==> src/rtl/icache_pkg.sv <==
package icache_pkg;
   typedef enum logic [1:0] {
      ST_IDLE  = 2'd0,
      ST_FILL  = 2'd1,
      ST_SWEEP = 2'd2
   } fill_state_e;

   localparam int WORD_BITS  = 32;
   localparam int LINE_BYTES = 32;
   localparam int OFF_W      = 5;
   localparam int WSEL_W     = 3;
endpackage

==> src/rtl/icache_tag_store.sv <==
module icache_tag_store #(
   parameter int TAG_W = 22,
   parameter int IDX_W = 4
) (
   input  logic             clk,
   input  logic             rst_n,
   input  logic [IDX_W-1:0] rd_idx,
   output logic [TAG_W-1:0] rd_tag,
   output logic             rd_valid,
   input  logic             wr_en,
   input  logic [IDX_W-1:0] wr_idx,
   input  logic [TAG_W-1:0] wr_tag,
   input  logic             clr_a_en,
   input  logic [IDX_W-1:0] clr_a_idx,
   input  logic             clr_b_en,
   input  logic [IDX_W-1:0] clr_b_idx,
   input  logic             set_en,
   input  logic [IDX_W-1:0] set_idx
);
   localparam int NLINES = 1 << IDX_W;

   logic [TAG_W-1:0]  tags_q [NLINES];
   logic [NLINES-1:0] valid_q;
   logic [NLINES-1:0] line_clr;
   logic [NLINES-1:0] line_set;

   for (genvar i = 0; i < NLINES; i++) begin : g_line
      assign line_clr[i] = (clr_a_en && clr_a_idx == IDX_W'(i)) ||
                           (clr_b_en && clr_b_idx == IDX_W'(i));
      assign line_set[i] = set_en && set_idx == IDX_W'(i);
   end

   // a clear on the same line in the same cycle wins over a set
   always_ff @(posedge clk or negedge rst_n) begin
      if (!rst_n) valid_q <= '0;
      else        valid_q <= (valid_q | line_set) & ~line_clr;
   end

   always_ff @(posedge clk) begin
      if (wr_en) tags_q[wr_idx] <= wr_tag;
   end

   assign rd_tag   = tags_q[rd_idx];
   assign rd_valid = valid_q[rd_idx];

   AST_SET_TAKES: assert property (@(posedge clk) disable iff (!rst_n)
      (set_en && !line_clr[set_idx]) |=> valid_q[$past(set_idx)]) else $error("set lost");
   AST_CLR_TAKES: assert property (@(posedge clk) disable iff (!rst_n)
      clr_b_en |=> !valid_q[$past(clr_b_idx)]) else $error("clear lost");
endmodule

==> src/rtl/icache_data_store.sv <==
module icache_data_store #(
   parameter int IDX_W  = 4,
   parameter int WSEL_W = 3,
   parameter int DW     = 32
) (
   input  logic              clk,
   input  logic              wr_en,
   input  logic [IDX_W-1:0]  wr_idx,
   input  logic [WSEL_W-1:0] wr_wsel,
   input  logic [DW-1:0]     wr_data,
   input  logic [IDX_W-1:0]  rd_idx,
   input  logic [WSEL_W-1:0] rd_wsel,
   output logic [DW-1:0]     rd_data
);
   localparam int DEPTH = 1 << (IDX_W + WSEL_W);

   logic [DW-1:0] words_q [DEPTH];

   always_ff @(posedge clk) begin
      if (wr_en) words_q[{wr_idx, wr_wsel}] <= wr_data;
   end

   assign rd_data = words_q[{rd_idx, rd_wsel}];
endmodule

==> src/rtl/icache_refill.sv <==
module icache_refill
   import icache_pkg::*;
#(
   parameter int ADDR_W = 31,
   parameter int IDX_W  = 4,
   parameter int TAG_W  = 22
) (
   input  logic              clk,
   input  logic              rst_n,
   input  logic              miss_start,
   input  logic [TAG_W-1:0]  miss_tag,
   input  logic [IDX_W-1:0]  miss_idx,
   input  logic [WSEL_W-1:0] miss_word,
   input  logic              inv_all_req,
   input  logic              inv_line_req,
   input  logic [IDX_W-1:0]  inv_line_index,
   input  logic              mem_waitrequest,
   input  logic              mem_rvalid,
   output fill_state_e       state_o,
   output logic              mem_read,
   output logic [ADDR_W-1:0] mem_addr,
   output logic              wr_en,
   output logic [IDX_W-1:0]  fill_idx,
   output logic [WSEL_W-1:0] wr_wsel,
   output logic              fwd_now,
   output logic              fill_set,
   output logic              sweep_clr,
   output logic [IDX_W-1:0]  sweep_idx
);
   fill_state_e       state_q;
   logic [TAG_W-1:0]  tag_q;
   logic [IDX_W-1:0]  idx_q;
   logic [WSEL_W-1:0] w0_q;
   logic [WSEL_W:0]   issue_q;
   logic [WSEL_W-1:0] ret_q;
   logic              kill_q;
   logic              sweep_pend_q;
   logic [IDX_W-1:0]  sweep_q;

   logic accept, ret, last_ret, inv_hit;

   assign mem_read  = (state_q == ST_FILL) && !issue_q[WSEL_W];
   assign accept    = mem_read && !mem_waitrequest;
   assign ret       = (state_q == ST_FILL) && mem_rvalid;
   assign last_ret  = ret && (&ret_q);
   assign inv_hit   = inv_line_req && (inv_line_index == idx_q);
   assign mem_addr  = {tag_q, idx_q, w0_q + issue_q[WSEL_W-1:0], 2'b00};
   assign wr_en     = ret;
   assign fill_idx  = idx_q;
   assign wr_wsel   = w0_q + ret_q;
   assign fwd_now   = ret && (ret_q == '0);
   assign fill_set  = last_ret && !kill_q && !inv_hit;
   assign sweep_clr = (state_q == ST_SWEEP);
   assign sweep_idx = sweep_q;
   assign state_o   = state_q;

   always_ff @(posedge clk or negedge rst_n) begin
      if (!rst_n) begin
         state_q      <= ST_IDLE;
         tag_q        <= '0;
         idx_q        <= '0;
         w0_q         <= '0;
         issue_q      <= '0;
         ret_q        <= '0;
         kill_q       <= 1'b0;
         sweep_pend_q <= 1'b0;
         sweep_q      <= '0;
      end else begin
         unique case (state_q)
            ST_IDLE: begin
               if (inv_all_req) begin
                  state_q <= ST_SWEEP;
                  sweep_q <= '0;
               end else if (miss_start) begin
                  state_q      <= ST_FILL;
                  tag_q        <= miss_tag;
                  idx_q        <= miss_idx;
                  w0_q         <= miss_word;
                  issue_q      <= '0;
                  ret_q        <= '0;
                  kill_q       <= 1'b0;
                  sweep_pend_q <= 1'b0;
               end
            end
            ST_FILL: begin
               if (accept)      issue_q      <= issue_q + 1'b1;
               if (ret)         ret_q        <= ret_q + 1'b1;
               if (inv_hit)     kill_q       <= 1'b1;
               if (inv_all_req) sweep_pend_q <= 1'b1;
               if (last_ret) begin
                  state_q <= (sweep_pend_q || inv_all_req) ? ST_SWEEP : ST_IDLE;
                  sweep_q <= '0;
               end
            end
            ST_SWEEP: begin
               if (&sweep_q) state_q <= ST_IDLE;
               else          sweep_q <= sweep_q + 1'b1;
            end
            default: state_q <= ST_IDLE;
         endcase
      end
   end

   AST_READ_ONLY_IN_FILL: assert property (@(posedge clk) disable iff (!rst_n)
      (state_q != ST_FILL) |-> !mem_read) else $error("stray read");
   AST_NO_RETURN_OVERRUN: assert property (@(posedge clk) disable iff (!rst_n)
      ret |-> (issue_q > {1'b0, ret_q})) else $error("data before request");
endmodule

==> src/rtl/icache_cwf.sv <==
module icache_cwf
   import icache_pkg::*;
#(
   parameter int ADDR_W      = 31,
   parameter int CACHE_BYTES = 512,
   localparam int NLINES     = CACHE_BYTES / LINE_BYTES,
   localparam int IDX_W      = $clog2(NLINES),
   localparam int TAG_W      = ADDR_W - OFF_W - IDX_W
) (
   input  logic                 clk,
   input  logic                 rst_n,
   input  logic                 fetch_req,
   input  logic [ADDR_W-1:2]    fetch_addr,
   input  logic                 lookup_err,
   output logic                 fetch_ready,
   output logic [WORD_BITS-1:0] fetch_data,
   input  logic                 inv_line_req,
   input  logic [IDX_W-1:0]     inv_line_index,
   input  logic                 inv_all_req,
   output logic                 mem_read,
   output logic [ADDR_W-1:0]    mem_addr,
   input  logic                 mem_waitrequest,
   input  logic                 mem_rvalid,
   input  logic [WORD_BITS-1:0] mem_rdata
);
   if (CACHE_BYTES < 512 || CACHE_BYTES > 65536 ||
       (CACHE_BYTES & (CACHE_BYTES - 1)) != 0) begin : g_bad_size
      $error("CACHE_BYTES must be a power of two from 512 to 65536");
   end
   if (ADDR_W > 32 || TAG_W < 1) begin : g_bad_addr
      $error("ADDR_W leaves no tag bits or exceeds 32");
   end

   logic [TAG_W-1:0]     f_tag;
   logic [IDX_W-1:0]     f_idx;
   logic [WSEL_W-1:0]    f_word;
   logic [TAG_W-1:0]     rd_tag;
   logic                 rd_valid;
   logic [WORD_BITS-1:0] rd_data;
   fill_state_e          state;
   logic                 wr_en, fwd_now, fill_set, sweep_clr;
   logic [IDX_W-1:0]     fill_idx, sweep_idx;
   logic [WSEL_W-1:0]    wr_wsel;
   logic                 in_idle, maint, tag_hit, hit_ok, miss_start;

   assign f_tag  = fetch_addr[ADDR_W-1 -: TAG_W];
   assign f_idx  = fetch_addr[OFF_W +: IDX_W];
   assign f_word = fetch_addr[2 +: WSEL_W];

   assign in_idle    = (state == ST_IDLE);
   assign maint      = inv_line_req || inv_all_req;
   assign tag_hit    = rd_valid && (rd_tag == f_tag) && !lookup_err;
   assign hit_ok     = in_idle && fetch_req && !maint && tag_hit;
   assign miss_start = in_idle && fetch_req && !maint && !tag_hit;

   assign fetch_ready = hit_ok || (fwd_now && fetch_req);
   assign fetch_data  = fwd_now ? mem_rdata : rd_data;

   icache_tag_store #(.TAG_W(TAG_W), .IDX_W(IDX_W)) tags_i (
      .clk       (clk),
      .rst_n     (rst_n),
      .rd_idx    (f_idx),
      .rd_tag    (rd_tag),
      .rd_valid  (rd_valid),
      .wr_en     (miss_start),
      .wr_idx    (f_idx),
      .wr_tag    (f_tag),
      .clr_a_en  (miss_start || sweep_clr),
      .clr_a_idx (sweep_clr ? sweep_idx : f_idx),
      .clr_b_en  (inv_line_req),
      .clr_b_idx (inv_line_index),
      .set_en    (fill_set),
      .set_idx   (fill_idx)
   );

   icache_data_store #(.IDX_W(IDX_W), .WSEL_W(WSEL_W), .DW(WORD_BITS)) data_i (
      .clk     (clk),
      .wr_en   (wr_en),
      .wr_idx  (fill_idx),
      .wr_wsel (wr_wsel),
      .wr_data (mem_rdata),
      .rd_idx  (f_idx),
      .rd_wsel (f_word),
      .rd_data (rd_data)
   );

   icache_refill #(.ADDR_W(ADDR_W), .IDX_W(IDX_W), .TAG_W(TAG_W)) refill_i (
      .clk             (clk),
      .rst_n           (rst_n),
      .miss_start      (miss_start),
      .miss_tag        (f_tag),
      .miss_idx        (f_idx),
      .miss_word       (f_word),
      .inv_all_req     (inv_all_req),
      .inv_line_req    (inv_line_req),
      .inv_line_index  (inv_line_index),
      .mem_waitrequest (mem_waitrequest),
      .mem_rvalid      (mem_rvalid),
      .state_o         (state),
      .mem_read        (mem_read),
      .mem_addr        (mem_addr),
      .wr_en           (wr_en),
      .fill_idx        (fill_idx),
      .wr_wsel         (wr_wsel),
      .fwd_now         (fwd_now),
      .fill_set        (fill_set),
      .sweep_clr       (sweep_clr),
      .sweep_idx       (sweep_idx)
   );

   AST_HOLD_WHILE_WAIT: assert property (@(posedge clk) disable iff (!rst_n)
      (mem_read && mem_waitrequest) |=> (mem_read && $stable(mem_addr))) else $error("addr moved");
   AST_WRAP_STEP: assert property (@(posedge clk) disable iff (!rst_n)
      (mem_read && !mem_waitrequest) |=>
      (!mem_read || (mem_addr[4:2] == ($past(mem_addr[4:2]) + 3'd1)))) else $error("bad wrap");
   AST_SWEEP_STALLS: assert property (@(posedge clk) disable iff (!rst_n)
      (state == ST_SWEEP) |-> !fetch_ready) else $error("fetch during sweep");
   AST_FILL_ONLY_FORWARD: assert property (@(posedge clk) disable iff (!rst_n)
      ((state == ST_FILL) && fetch_ready) |-> mem_rvalid) else $error("early completion");
   AST_ALIGNED_READ: assert property (@(posedge clk) disable iff (!rst_n)
      mem_read |-> (mem_addr[1:0] == 2'b00)) else $error("unaligned read");
endmodule

==> config.mk <==
export PLATFORM = sky130hd
export DESIGN_NAME = icache_cwf
export DESIGN_NICKNAME = d
export VERILOG_FILES = /design/src/rtl/icache_pkg.sv /design/src/rtl/icache_tag_store.sv /design/src/rtl/icache_data_store.sv /design/src/rtl/icache_refill.sv /design/src/rtl/icache_cwf.sv
export SDC_FILE = /design/constraint.sdc
export NUM_CORES = 2
export LEC_CHECK = 0
export BUFFER_PORTS_ARGS = -buffer_cell sky130_fd_sc_hd__buf_2
export CAP_MARGIN = 20
export CORE_UTILIZATION = 35
export DETAILED_ROUTE_END_ITERATION = 8
export GPL_ROUTABILITY_DRIVEN = 0
export PLACE_DENSITY = 0.46
export SLEW_MARGIN = 20
export SYNTH_ARGS = -nofsm -noshare
export SYNTH_HDL_FRONTEND = slang
export SYNTH_MEMORY_MAX_BITS = 65536
export SYNTH_SLANG_ARGS = --single-unit
==> constraint.sdc <==
create_clock -name clk -period 5.4 [get_ports clk]
set_input_delay 1.08 -clock clk [delete_from_list [all_inputs] [get_ports clk]]
set_output_delay 1.08 -clock clk [all_outputs]
set_load 0.02 [all_outputs]
## After elaboration in Yosys (flattened, before gate mapping)

Memory sizes are Yosys's and may differ from the RTL's.
Cells that the tools add are included.

| storage, ports and cells | value |
|---|---|
| logic and storage cells | 220 |
| memories | 2 |
| RAM bits | 4448 |
| output and inout port bits | 65 |
| register bits | 60 |
| input bits | 73 |

| cells by class | value |
|---|---|
| reductions and logical operators | 106 |
| equal/unequal tests | 60 |
| $lt $le $gt $ge | 1 |
| bitwise gates (word level) | 4 |
| multiplexer cells | 32 |
| add/subtract/negate cells | 5 |

Memories:

| memory | depth | bits a word | read ports | clocked after memory_dff | write ports | RTL line | text |
|---|---|---|---|---|---|---|---|
| data_i.words_q | 128 | 32 | 1 | 0 | 1 | icache_data_store.sv:17 | `logic [DW-1:0] words_q [DEPTH];` |
| tags_i.tags_q | 16 | 22 | 1 | 0 | 1 | icache_tag_store.sv:22 | `logic [TAG_W-1:0] tags_q [NLINES];` |

Operators by type and width:

| kind | count |
|---|---|
| $eq 4x4->1 const B | 24 |
| $logic_and 1x1->1 | 63 |
| $eq 4x3->1 const B | 12 |
| $mux 32 | 1 |
| $mux 4 | 7 |
| $eq 4x2->1 const B | 6 |
| $reduce_and 4->1 | 6 |
| $eq 22x22->1 | 1 |
| $logic_or 1x1->1 | 20 |
| $and 16x16->16 | 1 |
| $not 16->16 | 1 |
| $or 16x16->16 | 1 |
| $eq 4x1->1 const B | 3 |
| $logic_not 4->1 | 3 |
| $ne 2x1->1 const B | 6 |
| $pmux 4 s3 | 1 |
| $mux 2 | 5 |
| $mux 1 | 9 |
| $mux 3 | 3 |
| $reduce_and 3->1 | 3 |
| $add 4x1->4 const B | 2 |
| $ne 2x2->1 const B | 4 |
| $pmux 4 s2 | 1 |
| $logic_not 1->1 | 7 |
| other kinds (16) | 18 |

## Longest topological paths before layout

| logic depth | value |
|---|---|
| word-level depth | 11 |
| depth in mapped cells | 14 |
| mapped depth without buffers | 8 |

## By module

A second synthesis with hierarchy kept.

| unflattened totals | value |
|---|---|
| cells, all modules | 6914 |
| area, all modules | 172679.4 um2 |

Modules (own cells, without submodules):

| module | cells an instance | instances | area an instance (um2) | seq. area each (um2) |
|---|---|---|---|---|
| icache_data_store | 5958 | 1 | 155635.5 | 122998.0 |
| icache_tag_store | 643 | 1 | 14144.8 | 10970.5 |
| icache_refill | 233 | 1 | 2165.8 | 1101.1 |
| icache_cwf | 80 | 1 | 733.2 | 0.0 |

## Least setup slack after synthesis

Ideal clock, no wire load.

| timing path | value |
|---|---|
| kind | input -> register |
| from | input port fetch_addr[5] in the netlist's numbering |
| to | memory tags_i.tags_q[5][0] (enable) |
| cell stages on the path | 10 |
| path buffers | 3 |
| data required time | 4935 ps |
| library setup time | 465 ps |
| data arrival time | 5545 ps |
| slack | -610 ps |
| path through | buf_6 -> buf_6 -> mux4_2 -> mux4_2 -> xnor2_1 -> o2111ai_1 -> nor3_2 -> a31oi_4 -> clkbuf_1 -> nor4b_1 |

| between the ends | value |
|---|---|
| cells in the longest elaborated chain, start to end | 8 |
| elaborated cells on any way between the ends | 10 |
| classes of those cells | eq/ne: 1; mux: 4; reduce/logical: 4; memory: 1 |

RTL lines:

| what | RTL line | text |
|---|---|---|
| start, declared | icache_cwf.sv:13 | `input logic [ADDR_W-1:2] fetch_addr,` |
| $mem_v2 16x22 or $bmux 1 s4 (tied branches) | -- |  |
| $eq 22x22->1 or $mux 1 (tied branches) | icache_cwf.sv:52, icache_tag_store.sv:44 |  |
| $logic_and 1x1->1 (2 in a row) | icache_cwf.sv:52 | `assign tag_hit = rd_valid && (rd_tag == f_tag) && !lookup_err;` |
| $logic_not 1->1 | icache_cwf.sv:54 | `assign miss_start = in_idle && fetch_req && !maint && !tag_hit;` |
| $logic_and 1x1->1 | icache_cwf.sv:54 |  |
| $mux 1 | icache_tag_store.sv:40 | `if (wr_en) tags_q[wr_idx] <= wr_tag;` |
| $mux 1 (not written as such) | icache_tag_store.sv:40 |  |
| end, declared | icache_tag_store.sv:22 |  |

Parallel ways exist; a longest one is shown, timed or not. The select of a mux whose other input is x is not followed.

## Worst setup path after layout

| timing path | value |
|---|---|
| from | input port fetch_addr[2] in the netlist's numbering |
| to | output port fetch_data[4] |

| between the ends | value |
|---|---|
| cells in the longest elaborated chain, start to end | 2 |

RTL lines:

| what | RTL line | text |
|---|---|---|
| $mem_v2 128x32 | -- |  |
| $mux 32 | icache_cwf.sv:57 | `assign fetch_data = fwd_now ? mem_rdata : rd_data;` |
| end, declared | icache_cwf.sv:16 | `output logic [WORD_BITS-1:0] fetch_data,` |

Every way passes these cells.

==> flow_summary.rst <==
.. list-table::
   :header-rows: 1

   * - Metric
     - Value
   * - Number of global-route vias before repair
     - 88,755
   * - Portion of the clock cycle consumed by the worst path in the final layout
     - 101%
   * - Reg-to-reg startpoint
     - refill_i.ret_q[0]
   * - Crit path max fanout
     - 13
   * - Violation count after the first detailed-routing iteration
     - 10,053
   * - First-pass GRT wire length
     - 741,000 um
   * - Final worst clock skew
     - 69.5 ps
   * - Post-DRT Antenna Nets
     - 1
   * - Flip-flop cell with the highest count after synthesis
     - sky130_fd_sc_hd__edfxtp_1
   * - Starting density of the core
     - 35.2%
   * - Slowest library cell on the worst path
     - sky130_fd_sc_hd__mux4_2
   * - Final setup TNS
     - -59.8 ps
   * - Post-synth cell types
     - 71
   * - Post-Syn Area per Cell
     - 22.4 um2
   * - Worst setup margin
     - -47.4 ps
   * - Worst EP required
     - 4320 ps
   * - First element of the critical path
     - fetch_addr[2]
   * - DRC violation count after routing
     - 0
   * - Routed vias/inst
     - 5.44
   * - Number of synthesized flops with an enable pin
     - 4,448
   * - Leak pwr
     - 66.7 nW
   * - CP delay by family, top
     - buffers and inverters
   * - Clock network latency to the later pin of the worst-skew pair
     - 1030 ps
   * - Average detailed-routed wire length per instance
     - 34.0 um
   * - Ranking of synthesized cells by area
     - sky130_fd_sc_hd__edfxtp_1 77%, sky130_fd_sc_hd__mux4_2 14%, sky130_fd_sc_hd__mux2i_1 3.4%
   * - Flops & latches, synth
     - 4,508
   * - Floorplan die width
     - 707 um
   * - Number of warning messages in the yosys log
     - 0
   * - Max-slew headroom
     - 19.5%
   * - Initial antenna violation count
     - 50
   * - Number of levels the H-tree was split into
     - 5
   * - Slew at the pin closest to its max-slew limit
     - 1210 ps
   * - FMAX
     - 0.184 GHz
   * - Number of filler instances in the final layout
     - 42,911
   * - Placed Cells
     - 14,963
   * - Arrival @ worst endpoint
     - 4370 ps
   * - Share of post-route cells with drive strength above 1
     - 34.1%
   * - Crit path largest cell delay
     - 500 ps
   * - Total Wirelength
     - 541,000 um
   * - Gr ovfl total
     - 0
   * - Min Tclk post-route
     - 5450 ps
   * - Number of rows in the core area
     - 258
   * - Power per cell area
     - 373 nW/um2
   * - DPL Wire Length
     - 321,000 um
   * - Worst hold path type
     - input port to asynchronous set/reset pin
   * - Maximum number of pins on one net before global-route repair
     - 128
   * - Async S/R FF share, synth
     - 1.33%
   * - Total buffers and inverters traversed by the critical path
     - 5
   * - Core box area
     - 494,000 um2
   * - Clock Pin Slew Worst Setup and Hold Paths
     - 60 ps
   * - Critical path type
     - input port to output pin
   * - Worst reg2reg setup slack
     - 1100 ps
   * - Max cap viols
     - 0
   * - Number of standard cells in the final layout excluding fillers
     - 15,883
   * - Peak supply drop
     - 0.476 mV
   * - Finish-stage setup viols
     - 2
   * - CTS sink count
     - 4,508
   * - Synthesized instance count
     - 7,747
   * - Die Y-Extent
     - 707 um
   * - Top-level port count
     - 138
   * - Total CTS buffers
     - 471
   * - Top-count cell post-synth
     - sky130_fd_sc_hd__edfxtp_1
   * - Hold Vio Cnt, Final
     - 0
   * - Place WS
     - -1140 ps
   * - Buffer depth of the longest clock path
     - 4
   * - Post-synthesis sequential area ratio
     - 77.7%
   * - Number of port buffers
     - 135
   * - Violations in the final reports
     - antenna violations, negative setup slack
   * - Router iterations before antenna repair
     - 5
   * - Setup crit end kind
     - output pin
   * - Total number of vias
     - 86,472
   * - Setup repair after global routing missed its margin
     - true
   * - Total die area
     - 500,000 um2
   * - Clock tree from TritonCTS
     - yes
   * - Element type at the critical path start
     - input port
   * - Run status
     - finished, violations left
   * - Yosys top cell by area
     - sky130_fd_sc_hd__edfxtp_1
   * - Area of the mapped netlist
     - 174,000 um2
   * - Global-route total usage across every layer
     - 21.3%
   * - Synthesis-to-finish area growth
     - 19.7%
   * - Slew Limit Fails
     - 0
   * - Clock root buffer master
     - sky130_fd_sc_hd__clkbuf_16
   * - Fraction of post-synthesis cell area in the top cell type by area
     - 76.8%
   * - Cell types with the highest counts after synthesis
     - 4,448 x sky130_fd_sc_hd__edfxtp_1, 1,085 x sky130_fd_sc_hd__mux4_2, 588 x sky130_fd_sc_hd__mux2i_1, 264 x sky130_fd_sc_hd__o22ai_1, 250 x sky130_fd_sc_hd__clkbuf_1
   * - Cell chain of the critical path
     - clkbuf_16, buf_16, buf_6, buf_4, mux4_2, mux2i_1, o22ai_1, nor3_2, nor3_1, a21oi_2, a21oi_1, buf_2
   * - Fin nets
     - 8,919
==> area by class of cell <==
cell class	instances	area [um2]	share of cell area, %
Sequential cell	4508	135000	64.9
Inverter	24	90.1	0.0433
Antenna cell	18	45.0	0.0216
Timing Repair Buffer	1050	10600	5.08
Multi-Input combinational cell	2782	39000	18.7
Clock buffer	584	12300	5.92
Tap cell	6630	8300	3.99
Clock inverter	287	2750	1.32
==> placed cells by master (no fill, tap or decap), types with 17 or more instances in the layout <==
cell                        synthesis  final
sky130_fd_sc_hd__buf_6              9     30
sky130_fd_sc_hd__clkbuf_16          0    477
sky130_fd_sc_hd__o22ai_2            0     25
sky130_fd_sc_hd__clkbuf_1         250    106
sky130_fd_sc_hd__o221ai_1          17     17
sky130_fd_sc_hd__nor2_4             0    128
sky130_fd_sc_hd__bufinv_16          0     44
sky130_fd_sc_hd__inv_1             24     23
sky130_fd_sc_hd__nor2_1           221     86
sky130_fd_sc_hd__nor3_1           106     75
sky130_fd_sc_hd__nand3_1           19     17
sky130_fd_sc_hd__a31oi_1           22     22
sky130_fd_sc_hd__diode_2            0     18
sky130_fd_sc_hd__buf_16             0     20
sky130_fd_sc_hd__a21oi_1           74     48
sky130_fd_sc_hd__o21ai_1            0     24
sky130_fd_sc_hd__clkinv_2           0    102
sky130_fd_sc_hd__buf_2             29     90
sky130_fd_sc_hd__nor3_2             1     22
sky130_fd_sc_hd__mux4_2          1085   1085
sky130_fd_sc_hd__buf_12             0    176
sky130_fd_sc_hd__clkinv_1           0    100
sky130_fd_sc_hd__mux2_4            28     28
sky130_fd_sc_hd__o21ai_0           78     42
sky130_fd_sc_hd__nand2_1           64     57
sky130_fd_sc_hd__mux2i_2            0     34
sky130_fd_sc_hd__dfrtp_1           60     60
sky130_fd_sc_hd__mux2i_1          588    541
sky130_fd_sc_hd__buf_4             14    722
sky130_fd_sc_hd__edfxtp_1        4448   4448
sky130_fd_sc_hd__xnor2_1           21     21
sky130_fd_sc_hd__o22ai_1          264    238
==> power breakdown <==
part	switching (W)	internal [W]	total (W)	leakage, nW
Clock	0.0138	0.0182	0.0320	7.36
Combinational	0.00460	0.00222	0.00683	18.6
Sequential	0.000169	0.0386	0.0388	40.7
Total	0.0185	0.0591	0.0776	66.7
==> metal layers <==
layer / track usage (%) / wire [um]
met4: 4.98 / 12700
met1: 29.7 / 230000
met2: 35.5 / 265000
met3: 2.94 / 33300
met5: 0 / 22
==> cells by family after synthesis <==
kind of cell	synth area share, %
xor gates and xnor gates	0.161
muxes	17.8
adders and majority gates	0.0792
AOI/OAI and AO/OA	1.94
other	0.00216
and+or+nand+nor	1.28
buffers and inverters	1.08
DFF	77.7
==> flip-flops by register name, indices dropped and copies added, names as in the netlist <==
signal and count:
refill_i.sweep_pend_q 1, refill_i.sweep_idx 4, refill_i.w0_q 3, refill_i.tag_q 22, refill_i.issue_q 4, refill_i.fill_idx 4
tags_i.valid_q 16, tags_i.tags_q 352, refill_i.state_o 2, refill_i.ret_q 3, refill_i.kill_q 1, data_i.words_q 4096
==> final timing paths <==
check / cells past startpoint / to
min in group clk: 1 / tags_i.tags_q[9][11]
setup / recovery: 12 / fetch_data[4]
hold / removal: 1 / refill_i.tag_q[19]
max in group asynchronous: 1 / tags_i.valid_q[1]
hold reg to reg: 1 / refill_i.tag_q[19]
setup reg to reg: 8 / data_i.words_q[7][28]
==> stage by stage <==
step	utilization [%]	instance area (um2)	hold WS, ps	total power, W
6_report	42.1	208000	154	0.0776
5_1_grt	42.1	208000	179	0.0797
4_1_cts	42.0	208000	90.7	0.0782
3_5_place_dp	38.7	191000	488	0.0462
3_3_place_gp	38.7	191000	489	0.0461
2_1_floorplan	-	174000	490	0.0421
==> timing repair <==
item                                    CTS  global route
resized for setup                       181            84
gates cloned                              6             3
endpoints found under the setup margin   29            32
hold buffers                              0             0
pin swaps                                10            10
setup buffers                            12            10
No activity file was read; power rests on OpenSTA's default activity.
